===== src/rtl/csq_pkg.sv =====
package csq_pkg;
   typedef enum logic [2:0] {
      ST_IDLE = 3'd0,
      ST_ACQ  = 3'd1,
      ST_CONV = 3'd2,
      ST_DONE = 3'd3,
      ST_READ = 3'd4
   } seq_state_e;
endpackage


===== src/rtl/csq_sync.sv =====
module csq_sync #(
   parameter int          NBITS    = 3,
   parameter logic [31:0] RST_VAL  = 32'h1
) (
   input  logic             clk,
   input  logic             rst_n,
   input  logic [NBITS-1:0] din,
   output logic [NBITS-1:0] dout
);
   generate
      for (genvar i = 0; i < NBITS; i++) begin : g_bit
         logic ff1, ff2;
         always_ff @(posedge clk or negedge rst_n) begin
            if (!rst_n) begin
               ff1 <= RST_VAL[i];
               ff2 <= RST_VAL[i];
            end else begin
               ff1 <= din[i];
               ff2 <= ff1;
            end
         end
         assign dout[i] = ff2;
      end
   endgenerate
endmodule


===== src/rtl/csq_sar.sv =====
module csq_sar #(
   parameter int DATA_W       = 16,
   parameter int CLKS_PER_BIT = 16
) (
   input  logic              clk,
   input  logic              rst_n,
   input  logic              start,
   input  logic              cmp_keep,
   output logic [DATA_W-1:0] trial,
   output logic              done
);
   localparam int TW = (CLKS_PER_BIT > 1) ? $clog2(CLKS_PER_BIT) : 1;
   localparam int SW = (DATA_W > 1) ? $clog2(DATA_W) : 1;
   localparam logic [TW-1:0] TICK_LAST = TW'(CLKS_PER_BIT - 1);
   localparam logic [SW-1:0] STEP_MSB  = SW'(DATA_W - 1);

   logic [DATA_W-1:0] acc;
   logic [SW-1:0]     step;
   logic [TW-1:0]     tick;
   logic              busy;

   always_ff @(posedge clk or negedge rst_n) begin
      if (!rst_n) begin
         acc  <= '0;
         step <= '0;
         tick <= '0;
         busy <= 1'b0;
         done <= 1'b0;
      end else begin
         done <= 1'b0;
         if (start) begin
            acc              <= '0;
            acc[DATA_W-1]    <= 1'b1;
            step             <= STEP_MSB;
            tick             <= '0;
            busy             <= 1'b1;
         end else if (busy) begin
            if (tick == TICK_LAST) begin
               tick <= '0;
               if (!cmp_keep) acc[step] <= 1'b0;
               if (step == '0) begin
                  busy <= 1'b0;
                  done <= 1'b1;
               end else begin
                  acc[step - 1'b1] <= 1'b1;
                  step             <= step - 1'b1;
               end
            end else begin
               tick <= tick + 1'b1;
            end
         end
      end
   end

   assign trial = acc;
endmodule


===== src/rtl/csq_ref_settle.sv =====
module csq_ref_settle #(
   parameter int SETTLE_CYC = 720000
) (
   input  logic clk,
   input  logic rst_n,
   input  logic pwr_on,
   output logic ready
);
   localparam int CW = $clog2(SETTLE_CYC + 1);
   localparam logic [CW-1:0] LOAD = CW'(SETTLE_CYC);

   logic [CW-1:0] remain;

   always_ff @(posedge clk or negedge rst_n) begin
      if (!rst_n)              remain <= LOAD;
      else if (!pwr_on)        remain <= LOAD;
      else if (remain != '0)   remain <= remain - 1'b1;
   end

   assign ready = pwr_on && (remain == '0);
endmodule


===== src/rtl/cs3_adc_sequencer.sv =====
module cs3_adc_sequencer
   import csq_pkg::*;
#(
   parameter int DATA_W       = 16,
   parameter int CLKS_PER_BIT = 16,
   parameter int CONV_MAX     = 282,
   parameter int SETTLE_CYC   = 720000
) (
   input  logic                clk,
   input  logic                rst_n,
   input  logic                cs_n,
   input  logic                rd_conv,
   input  logic                hi_byte,
   input  logic                cmp_keep,
   output logic [DATA_W-1:0]   trial_word,
   output logic                eoc_n,
   output logic [DATA_W/2-1:0] bus_q,
   output logic                bus_oe,
   output logic                ref_pwr_en,
   output logic                ref_ready,
   output logic                proto_err
);
   localparam int HALF     = DATA_W / 2;
   localparam int SYNC_LAT = 4;

   generate
      if (DATA_W % 2 != 0) begin : g_chk_even
         $error("DATA_W must be even");
      end
      if (CLKS_PER_BIT < 2) begin : g_chk_cpb
         $error("CLKS_PER_BIT must be at least 2");
      end
      if (DATA_W * CLKS_PER_BIT + SYNC_LAT > CONV_MAX) begin : g_chk_bound
         $error("conversion cannot finish within CONV_MAX");
      end
      if (SETTLE_CYC < 1) begin : g_chk_settle
         $error("SETTLE_CYC must be positive");
      end
   endgenerate

   logic [2:0] sync_q;
   logic       cs_s, rc_s, hb_s, cs_prev;
   logic       cs_fall, cs_rise;

   csq_sync #(.NBITS(3), .RST_VAL(32'h1)) u_sync (
      .clk  (clk),
      .rst_n(rst_n),
      .din  ({hi_byte, rd_conv, cs_n}),
      .dout (sync_q)
   );

   assign cs_s = sync_q[0];
   assign rc_s = sync_q[1];
   assign hb_s = sync_q[2];

   always_ff @(posedge clk or negedge rst_n) begin
      if (!rst_n) cs_prev <= 1'b1;
      else        cs_prev <= cs_s;
   end

   assign cs_fall = cs_prev & ~cs_s;
   assign cs_rise = ~cs_prev & cs_s;

   seq_state_e state_q;
   logic       shdn_q, ref_on_q, err_q;
   logic       sar_start, sar_done;
   logic [DATA_W-1:0] sar_word;

   assign sar_start = (state_q == ST_ACQ) && cs_fall;

   csq_sar #(.DATA_W(DATA_W), .CLKS_PER_BIT(CLKS_PER_BIT)) u_sar (
      .clk     (clk),
      .rst_n   (rst_n),
      .start   (sar_start),
      .cmp_keep(cmp_keep),
      .trial   (sar_word),
      .done    (sar_done)
   );

   csq_ref_settle #(.SETTLE_CYC(SETTLE_CYC)) u_ref (
      .clk   (clk),
      .rst_n (rst_n),
      .pwr_on(ref_on_q),
      .ready (ref_ready)
   );

   always_ff @(posedge clk or negedge rst_n) begin
      if (!rst_n) begin
         state_q  <= ST_IDLE;
         shdn_q   <= 1'b1;
         ref_on_q <= 1'b0;
         err_q    <= 1'b0;
      end else begin
         unique case (state_q)
            ST_IDLE: if (cs_fall && !rc_s) begin
               state_q  <= ST_ACQ;
               ref_on_q <= 1'b1;
            end
            ST_ACQ: if (cs_fall) begin
               state_q <= ST_CONV;
               shdn_q  <= rc_s;
            end
            ST_CONV: begin
               if (cs_fall) err_q <= 1'b1;
               if (sar_done) begin
                  state_q <= ST_DONE;
                  if (shdn_q) ref_on_q <= 1'b0;
               end
            end
            ST_DONE: if (cs_fall) begin
               if (rc_s) begin
                  state_q <= ST_READ;
               end else begin
                  state_q  <= ST_ACQ;
                  ref_on_q <= 1'b1;
               end
            end
            ST_READ: if (cs_rise) state_q <= ST_IDLE;
            default: state_q <= ST_IDLE;
         endcase
      end
   end

   assign trial_word = sar_word;
   assign eoc_n      = !((state_q == ST_DONE) || (state_q == ST_READ));
   assign bus_oe     = (state_q == ST_READ);
   assign bus_q      = bus_oe ? (hb_s ? sar_word[DATA_W-1:HALF] : sar_word[HALF-1:0])
                              : '0;
   assign ref_pwr_en = ref_on_q;
   assign proto_err  = err_q;
endmodule


===== config.mk =====
export PLATFORM = sky130hd
export DESIGN_NAME = cs3_adc_sequencer
export DESIGN_NICKNAME = d
export VERILOG_FILES = /design/src/rtl/csq_pkg.sv /design/src/rtl/csq_sync.sv /design/src/rtl/csq_sar.sv /design/src/rtl/csq_ref_settle.sv /design/src/rtl/cs3_adc_sequencer.sv
export SDC_FILE = /design/constraint.sdc
export NUM_CORES = 1
export LEC_CHECK = 0
export BUFFER_PORTS_ARGS = -buffer_cell sky130_fd_sc_hd__buf_4
export CORE_ASPECT_RATIO = 1.1
export CORE_MARGIN = 4
export CORE_UTILIZATION = 58
export DETAILED_ROUTE_END_ITERATION = 8
export PLACE_DENSITY_LB_ADDON = 0.3
export SYNTH_ARGS = -nofsm -noshare
export SYNTH_HDL_FRONTEND = slang
export SYNTH_SLANG_ARGS = --single-unit

===== constraint.sdc =====
create_clock -name clk -period 5.05 [get_ports clk]
set_clock_uncertainty 0.1 [all_clocks]
set_input_delay 0.7575 -clock clk [delete_from_list [all_inputs] [get_ports clk]]
set_output_delay 0.7575 -clock clk [all_outputs]
set_load 0.005 [all_outputs]

==> flow_metrics.py <==
metrics = {
    "run_status": {
        "status": "complete, no violations",
    },
    "power": {
        "comb_power_share": 0.339,
        "powerDensity_nw_per_um2": 485,
        "intPower_mw": 1.05,
        "seqPwrFrac": 0.449,
        "p_total_mw": 1.73,
        "max-vdd-ir-drop_mv": 0.291,
        "leakage_nw": 1.51,
        "switchingPower_mw": 0.674,
        "switching_share": 0.390,
        "clockPowerShare": 0.212,
    },
    "worst_hold_path": {
        "hp-class": "flop to flop",
        "hp-start": "u_sync.g_bit[0].ff1",
        "worstHoldPathCells": 0,
        "hold_path_end": "u_sync.g_bit[0].ff2",
    },
    "timing": {
        "period_share": 0.652,
        "setup_viol": 0,
        "rsz0062_at_grt": "false",
        "tns_ns": 0,
        "worst_slew_pin_slew_ns": 0.847,
        "fmax_mhz": 304,
        "period_minus_slack_ns": 3.29,
        "slew_violations": 0,
        "slew_headroom": 0.434,
        "finalHoldViolations": 0,
    },
    "clock_tree": {
        "cts_buffer_depth": 2,
        "htree_levels": 3,
        "hold_buffers": 0,
        "worst_skew_pair.late_latency_ns": 0.33,
        "cts_tree": "built",
        "cts_setup_buffers": 0,
        "cts-root-buf": "clkbuf_8",
        "cts_buffers": 9,
        "clkTransAtPathRegs_ns": 0.06,
        "clock-sinks": 59,
        "ctsResizeCount": 0,
    },
    "worst_setup_path": {
        "startpoint_type": "flop",
        "path_max_fanout": 18,
        "cp.arrival_ns": 2.44,
        "r2r-end": "u_ref.remain[14]",
        "path_buf_inv": 2,
        "crit_required_ns": 4.19,
        "critical-path-max-stage-delay_ns": 0.50,
        "path_class": "flop to output port",
        "cp_top_family": "simple AND/OR/NAND/NOR gates",
        "reg2reg_depth": 6,
        "endpoint_kind": "output port",
        "regToRegSetupSlack_ns": 2.39,
        "reg2reg_from": "u_ref.remain[0]",
        "cp_num_cells": 6,
        "slowest_stage": "nand3_1",
        "path_cells": "inv_1, ha_1, nor4b_4, nand3_1, nor3_1, buf_4",
    },
    "global_routing": {
        "grt_pass1_vias": 2528,
        "grt.overflow.total": 0,
        "grt_max_degree": 60,
        "track_usage": 0.225,
        "grt_pass1_wl_mm": 12.0,
        "antenna_found_initial": 0,
    },
    "floorplanning": {
        "fp.dieW_microns": 77.9,
        "fp.coreArea_sq_um": 5100,
        "start_util": 0.611,
        "die_h_microns": 84.9,
        "dieArea_sq_um": 6610,
        "rows": 27,
        "design.portCount": 35,
    },
    "detailed_routing": {
        "wirelength_mm": 7.01,
        "vias_per_cell": 6.19,
        "drt-initial-drc-count": 153,
        "drtPass1Iterations": 4,
        "via_count": 2607,
        "wl_per_cell_microns": 16.7,
        "postRouteAntennaNets": 0,
        "drc": 0,
    },
    "synthesis": {
        "ys.flop_type": "dfrtp_1",
        "syn_inst": 313,
        "synth-edff-count": 0,
        "ys_types": 59,
        "ys_async_sr_fraction": 1.00,
        "ys_seq_area_frac": 0.479,
        "syn-cell-area_sq_um": 3120,
        "syn_avg_cell_area_sq_um": 9.96,
        "ys_ff_latch": 59,
        "yosysWarnings": 0,
        "synth_fp_nets": 325,
    },
    "placed_design": {
        "place.detailed.hpwl_mm": 4.76,
        "gp_congestion": 0.870,
        "port_buffers": 34,
    },
    "job": {
        "cap_violations": 0,
    },
    "cells_and_area": {
        "fin_util": 0.698,
        "diodes": 0,
        "fin_nets": 356,
        "final_cell_mix": "dfrtp_1, buf_4, nand2_1",
        "syn2layout_area_growth_pct": 14.2,
        "drive_gt1_frac": 0.203,
        "final_common_cell": "dfrtp_1",
    },
}
## cell families after synthesis
kind of cell	after synthesis	share of synthesized area
AOI/OAI and AO/OA	77	0.181
and+or+nand+nor	127	0.228
buffers and inverters	28	0.0381
xor gates and xnor gates	5	0.0141
adders and majority gates	6	0.0241
muxes	11	0.0357
DFF	59	0.479
## power by group through the flow
stage          Combinational [mW]  Clock [mW]  Sequential (mW)
6_report                    0.585       0.366            0.776
5_1_grt                     0.658       0.399            0.796
4_1_cts                     0.587       0.371            0.772
3_5_place_dp                0.580           0            0.778
3_3_place_gp                0.559           0            0.771
2_1_floorplan               0.460           0            0.707
## area by class of cell
type / count / area (sq um)
Fill cell: 414 / 1540
Multi-Input combinational cell: 226 / 1510
Sequential cell: 59 / 1490
Timing Repair Buffer: 34 / 255
Clock buffer: 13 / 149
Tap cell: 72 / 90.1
Inverter: 14 / 52.6
Clock inverter: 3 / 15.0
## metal layers
layer  up-vias  global-route usage  wire length [microns]
li1       1237                   -                      -
met1      1300               0.282                   2930
met2        62               0.378                   3700
met3         8              0.0541                    315
met4         0              0.0859                     67
met5         -                   0                      0
## worst reg2reg max path, stage by stage, from the launching register on
cell     delay (ns)
dfrtp_1        0.42
inv_1          0.08
ha_1           0.32
nor4b_4        0.34
nand3_1        0.50
or4_2          0.72
nand3_1        0.11
## synthesized netlist by cell type (4+ instances only)
library cell   n  area share
a32o_1        10       0.032
and3_1         8       0.016
nor3_1         7       0.011
o21ai_0       15       0.024
nand4_1        5       0.010
a21oi_1       13       0.021
mux2i_1       10       0.032
dfstp_2       13        0.11
or4_1          4      0.0096
inv_1         13       0.016
nand2_1       25       0.030
ha_1           6       0.024
o31ai_1        7       0.017
dfrtp_1       46        0.37
nand3_1       20       0.032
nor2_1        24       0.029
nor2b_1        4      0.0080
nand2b_1       5       0.010
clkbuf_1      10       0.012
o211ai_1       5       0.012
## per-stage QoR
stage | std cells | setup slack [ns] | cell area, sq um | hold WS [ns]
floorplan | 313 | 2.56 | 3120 | 0.231
global placement | 405 | 2.27 | 3400 | 0.232
detailed placement | 405 | 2.18 | 3400 | 0.245
CTS | 421 | 1.80 | 3560 | 0.256
global route | 421 | 1.59 | 3560 | 0.261
finish | 421 | 1.76 | 3560 | 0.256
## registers in the layout, summed over array words and instances, names as in the netlist, 3 cells and up
register	cells
state_q	3
u_ref.remain	20
u_sar.step	4
u_sar.tick	4
u_sar.trial	16
u_sync.g_bit.ff1	3
u_sync.g_bit.ff2	3
## how the worst max path moves through the flow
stage	start	end	slack [ns]
6_report	u_ref.remain[0]	ref_ready	1.76
5_1_grt	u_ref.remain[0]	ref_ready	1.59
4_1_cts	u_ref.remain[0]	ref_ready	1.80
3_5_place_dp	u_ref.remain[0]	ref_ready	2.18
3_3_place_gp	u_ref.remain[0]	ref_ready	2.27
2_1_floorplan	u_ref.remain[0]	ref_ready	2.56
(Power assumes the default switching activity.)
